### src/rtl/pwr_seq.sv
module pwr_seq #(
  parameter int N_SUP      = 8,
  parameter int N_SLOT     = 4,
  parameter int SUB_SLOT   = 4,
  parameter int STAG       = 2,
  parameter int DISCH_SUBS = 16
) (
  input  logic             clk,
  input  logic             rst_n,
  input  logic             tick_i,
  input  logic             start_i,
  input  logic [1:0]       cfg_i,
  input  logic             uv_i,
  input  logic             pg_sw_i,
  output logic [N_SUP-1:0] en_o,
  output logic             dis_o,
  output logic             busy_o,
  output logic             done_o,
  output logic [1:0]       cfg_o,
  output logic             uv_o,
  output logic             pg_o
);
  localparam int STEPS = N_SLOT * SUB_SLOT;
  localparam int PER   = (N_SUP + N_SLOT - 1) / N_SLOT;
  localparam int CMAX  = (DISCH_SUBS > STEPS) ? DISCH_SUBS : STEPS;
  localparam int CW    = $clog2(CMAX + 1);
  localparam int QTR   = N_SUP / 4;
  localparam int BASE  = N_SUP - 2 * QTR;

  typedef enum logic [1:0] {S_IDLE, S_DIS, S_RAMP, S_ON} st_t;

  st_t           st;
  logic [CW-1:0] cnt;
  logic [1:0]    code;
  logic          done_q;
  logic [N_SUP-1:0] sel;

  always_ff @(posedge clk or negedge rst_n) begin
    if (!rst_n) begin
      st     <= S_IDLE;
      cnt    <= '0;
      code   <= 2'b00;
      done_q <= 1'b0;
    end else begin
      done_q <= 1'b0;
      case (st)
        S_IDLE, S_ON: if (start_i) begin
          st   <= S_DIS;
          cnt  <= '0;
          code <= cfg_i;
        end
        S_DIS: if (tick_i) begin
          if (cnt == CW'(DISCH_SUBS - 1)) begin
            st  <= S_RAMP;
            cnt <= '0;
          end else cnt <= cnt + 1'b1;
        end
        S_RAMP: if (tick_i) begin
          if (cnt == CW'(STEPS - 1)) begin
            st     <= S_ON;
            done_q <= 1'b1;
          end else cnt <= cnt + 1'b1;
        end
        default: st <= S_IDLE;
      endcase
    end
  end

  for (genvar i = 0; i < N_SUP; i++) begin : g_rail
    localparam int  POS = (i / PER) * SUB_SLOT + (i % PER) * STAG;
    localparam logic K0 = (i < BASE);
    localparam logic K1 = (i < BASE + QTR);
    localparam logic K2 = (i < BASE + 2 * QTR);
    localparam logic K3 = ((i / PER) != 1);
    assign sel[i] = (code == 2'd0) ? K0 : (code == 2'd1) ? K1 :
                    (code == 2'd2) ? K2 : K3;
    if (POS == 0) begin : g_first
      assign en_o[i] = sel[i] & ((st == S_RAMP) | (st == S_ON));
    end else begin : g_later
      assign en_o[i] = sel[i] & ((st == S_ON) | ((st == S_RAMP) && (cnt >= CW'(POS))));
    end
  end

  assign busy_o = (st == S_DIS) | (st == S_RAMP);
  assign dis_o  = (st == S_DIS);
  assign done_o = done_q;
  assign cfg_o  = code;
  assign uv_o   = uv_i & ~busy_o;
  assign pg_o   = pg_sw_i;

  p_disch_quiet_r2: assert property (@(posedge clk) disable iff (!rst_n)
    dis_o |-> (en_o == '0));
  p_en_hold_r3: assert property (@(posedge clk) disable iff (!rst_n)
    (busy_o && $past(busy_o)) |-> ((en_o & $past(en_o)) == $past(en_o)));
  p_done_end_r5: assert property (@(posedge clk) disable iff (!rst_n)
    done_o |-> (!busy_o && $past(busy_o)));
  p_start_ignored_r6: assert property (@(posedge clk) disable iff (!rst_n)
    (busy_o && start_i) |=> $stable(cfg_o));
  p_uv_masked_r7: assert property (@(posedge clk) disable iff (!rst_n)
    busy_o |-> !uv_o);
endmodule

### config.mk
export PLATFORM = sky130hd
export DESIGN_NAME = pwr_seq
export DESIGN_NICKNAME = d
export VERILOG_FILES = /design/src/rtl/pwr_seq.sv
export SDC_FILE = /design/constraint.sdc
export NUM_CORES = 1
export LEC_CHECK = 0
export ABC_AREA = 1
export BUFFER_PORTS_ARGS = -buffer_cell sky130_fd_sc_hd__buf_2
export CAP_MARGIN = 10
export CORE_UTILIZATION = 49
export DETAILED_ROUTE_END_ITERATION = 8
export HOLD_SLACK_MARGIN = 0.15
export PLACE_DENSITY = 0.78
export SLEW_MARGIN = 20
export SYNTH_ARGS = -nofsm -noshare
export SYNTH_HDL_FRONTEND = slang
export SYNTH_SLANG_ARGS = --single-unit
export TNS_END_PERCENT = 100
### constraint.sdc
create_clock -name clk -period 1.7 [get_ports clk]
set_input_delay 0.255 -clock clk [delete_from_list [all_inputs] [get_ports clk]]
set_output_delay 0.255 -clock clk [all_outputs]
set_load 0.01 [all_outputs]
Word-level counts from Yosys, hierarchy flattened --
Cells that the tools add are included.
Operators by class: equality and inequality tests 12, reductions and logical operators 13, mux-type cells 21, bitwise gates (word level) 17, $add $sub $neg 1, order comparisons 7
Operator list (count):
- two-way mux 5 bit | 5
- greater-or-equal comparator 5 x 4 -> 1 bit, second input constant | 4
- one-hot mux 5 bit (3 select lines) | 1
- greater-or-equal comparator 5 x 3 -> 1 bit, second input constant | 2
- two-way mux 2 bit | 5
- != test 2 bit, second input constant | 5
- two-way mux 1 bit | 9
- bitwise OR 1 bit | 9
- bitwise AND 1 bit | 7
- logical AND 1 bit | 7
- == test 2 bit, second input constant | 3
- one-hot mux 2 bit (3 select lines) | 1
- adder 5 x 1 -> 5 bit, second input constant | 1
- == test 5 x 4 -> 1 bit, second input constant | 1
- greater-or-equal comparator 5 x 2 -> 1 bit, second input constant | 1
- AND reduction 5 bit | 1
- == test 2 x 1 -> 1 bit, second input constant | 2
- logical NOT 2 bit | 2
- AND reduction 4 bit | 1
- != test 2 x 1 -> 1 bit, second input constant | 1
- AND reduction 2 bit | 1
- OR reduction 2 bit | 1
- NOT 1 bit | 1
Storage, ports and cells: input port bits 8, register bits after elaboration 10, output and inout bits 15

Depth between registers and ports, before layout --
depth after elaboration 5, depth in mapped cells 9, gate-level depth less buffers 9

Worst setup path before layout --
Ideal clock, no wire load.
kind register to output, start register st[0], end output en_o[5], path slack 0.142 ns, arrival time 1.303 ns, stages on the path, launching flop included 6, buffers on the path 0, path through dfrtp_1 > inv_1 > ha_1 > or2_2 > nand2_1 > nor3_1
Between the ends: word-level cells in the longest chain between the ends 4, elaborated cells on any way between the ends 5
RTL lines:
- start: declaration | line 32 | st_t st;
- start signal: assignment | line 40 | st <= S_IDLE;
- start signal: assignment | line 48 | st <= S_DIS;
- start signal: assignment | line 54 | st <= S_RAMP;
- == test 2 bit | line 80 | assign en_o[i] = sel[i] & ((st == S_ON) | ((st == S_RAMP) && (cnt >= CW'(POS))));
- logical AND 1 bit | line 80
- bitwise OR 1 bit * | line 80
- bitwise AND 1 bit * | line 80
- end: declaration | line 15 | output logic [N_SUP-1:0] en_o,
Every way passes the cells marked *; elsewhere a longest branch is shown, timed or not.

Final worst setup path --
Same ends and word-level chain as after synthesis.

==> flow_summary.ini <==
[power_and_ir_drop]
pwr-share-comb = 0.631
p_total_mw = 1.539
switching_share = 0.4879
ir_drop_mv = 1.286
power.switching_mw = 0.7507
clkPwrFrac = 0.101
leakagePower_nw = 0.5190
p_per_area_nw_per_um2 = 1648
seqPwrFrac = 0.268
power.internal_mw = 0.7879

[synthesis]
yosys_warnings = 0
yosysSeqAreaShare = 0.3448
netlist_instances = 99
async_flop_share = 1.000
synth_nets = 114
ys.flop_type = dfrtp_1
synth_area_leader_cell = dfrtp_1
synth.top_cell.area_share = 0.3448
synth_cell_types = 20
synth_most_common_cell = nand2_1
synth_area_um2 = 725.7
synth.area.top_cells = dfrtp_1, nand2_1, ha_1, inv_1, nor2_1
avgSynthCellArea_um2 = 7.330
synth_top_cells_by_count = nand2_1, inv_1, nor2_1
synth_seq_cells = 10
synth_edf_count = 0

[hold_path]
min-delay-start = tick_i
min_path_type = input pin to register

[layout]
final_util = 0.6998
stdcell_area_um2 = 933.4
drive_gt1_frac = 0.3659
syn_to_final_growth_pct = 28.62
n_antenna_cell = 0
final_nets = 140

[sta]
fin_crit_sh = 1.020
relSlewSlack = 0.8148
final-hold-violation-count = 0
fin_ws_ps = -34.47
tightest_slew_ps = 277.8
fin_skew_ps = 9.017
rsz0062_at_grt = yes
final.min_clock_period_ps = 1734
max_freq_mhz = 576.5
slew_viol_final = 0
setup_violations = 6

[routing]
firstDrtPassIters = 4
drtAntennaViolNets = 0
drt_iter0_markers = 16
wl_um = 1533
drcViolationCount = 0
vias_per_cell = 4.957
routed-via-count = 684
drt-wirelength-per-cell_um = 11.11

[grt]
track_usage = 0.2085
grt_antenna_before_repair = 0
grt_pass1_wl_um = 2201
grt_pass1_vias = 563
grt_max_degree = 11
grt_overflow = 0

[clocking]
numCtsBuffers = 3
clk_pin_slew_ps = 50
root_buffer = clkbuf_4
clock_sink_count = 10
clockBufferDepth = 2
clk_latency_ps = 260
htree_levels = 1
cts_tree = built

[outcome]
violations = setup timing
status = finished, violations left

[place]
routabilityCongestion = 0.7612
numPortBuffers = 20
place_area_um2 = 837.1
hpwl_um = 1135
place_ws_ps = 150.0

[critical_path]
critPathTopFamily = flip-flops
cp-start-kind = register
crit_buf_inv = 2
critPathCaptureType = output pin
reg2reg_from = st[0]
critPathArrivalTime_ps = 1480
cp_slowest_cell = dfrtp_1
path_cells = inv_1 > ha_2 > or2_4 > nand2_4 > nor3_1 > buf_2
cp.required_ps = 1440
critPathLaunch = st[0]
worstSetupPathType = register to output pin
crit_path_max_incr_delay_ps = 420
crit_path_max_fanout = 4

[floorplan]
num_rows = 13
dieWidth_um = 40.49
pin_count = 23
floorplan.die_area_um2 = 1639
start_util = 0.5441
coreArea_um2 = 1334
die_h_um = 40.49

[flow_run]
drv_cap = 0
-- what timing repair did --
action / CTS / global route
endpoints found under the hold margin: 10 / 0
setup endpoints to repair: 7 / 8
buffers inserted: 1 / 0
pin swaps: 0 / 2
resized for setup: 5 / 12
hold buffers: 1 / 0
-- power groups by stage --
stage / Combinational, mW / Clock [mW] / Sequential (mW)
2_1_floorplan: 0.599 / 0 / 0.395
3_3_place_gp: 0.824 / 0 / 0.398
3_5_place_dp: 0.847 / 0 / 0.405
4_1_cts: 0.908 / 0.162 / 0.394
5_1_grt: 1.09 / 0.169 / 0.426
6_report: 0.971 / 0.155 / 0.412
-- cell usage in the layout, fill, tap and decap left out, types with 2 or more instances in the layout --
cell type	count
inv_1	17
buf_2	20
nand2_2	2
o21ai_0	4
a21oi_2	2
o21ai_1	3
ha_1	4
dfrtp_1	9
mux2_2	2
nand2_1	23
nor2_2	4
nand3_2	2
ha_2	2
buf_4	2
clkbuf_4	3
nand4_1	2
nor2_1	9
nor2_4	2
-- flip-flops by register name (all words and copies together) (netlist names) --
signal	count
done_o	1
st	2
cnt	5
cfg_o	2
-- kinds of logic (layout without fill, tap and decap cells) --
kind of cell / after synthesis / after routing / synth area share
and+or+nand+nor: 48 / 48 / 0.2931
buffers and inverters: 19 / 43 / 0.1086
AOI/OAI and AO/OA: 12 / 12 / 0.08965
DFF: 10 / 10 / 0.3448
adders and majority gates: 7 / 7 / 0.1207
muxes: 2 / 2 / 0.03103
xor gates and xnor gates: 1 / 1 / 0.01207
-- layer usage --
metal	GRT usage	up-vias	wire length [um]
met4	0.02500	0	5
met2	0.3730	25	783
li1	-	354	-
met5	0	-	0
met3	0.1000	2	84
met1	0.2256	303	659
-- path summary, 6_finish.rpt --
check / end / slack (ps) / cells past startpoint
setup / recovery: en_o[5] / -30 / 6
hold / removal: done_o / 240 / 3
setup reg to reg: st[1] / 120 / 8
hold reg to reg: cfg_o[0] / 550 / 1
max in group asynchronous: cnt[1] / 1110 / 2
min in group asynchronous: cnt[4] / 380 / 2
-- stage by stage --
step	cells	hold slack, ps	TNS [ps]
after detailed placement	133	127.5	0
after global placement	133	130.1	0
final	138	236.3	-108.6
after CTS	138	225.8	-6.906
after global routing	138	223.4	-556.8
after floorplan	99	-40.59	0
-- worst reg2reg max path, delay by kind of cell (launching register included) --
family                   cells  cell delay, ps
buffers and inverters        1             160
AO/OA/AOI/OAI                1              80
adder cells (fa/ha/maj)      1             250
AND/OR/NAND/NOR              5             550
flip-flops                   1             420
-- cell type report --
cell class / instances / area [um^2]
multi-input combinational: 70 / 451.7
fill: 121 / 400.4
sequential: 10 / 251.5
timing repair buffer: 23 / 125.1
inverter: 17 / 63.81
clock buffer: 3 / 22.52
tap: 15 / 18.77
Note: power is estimated with default switching activity, not from simulation.
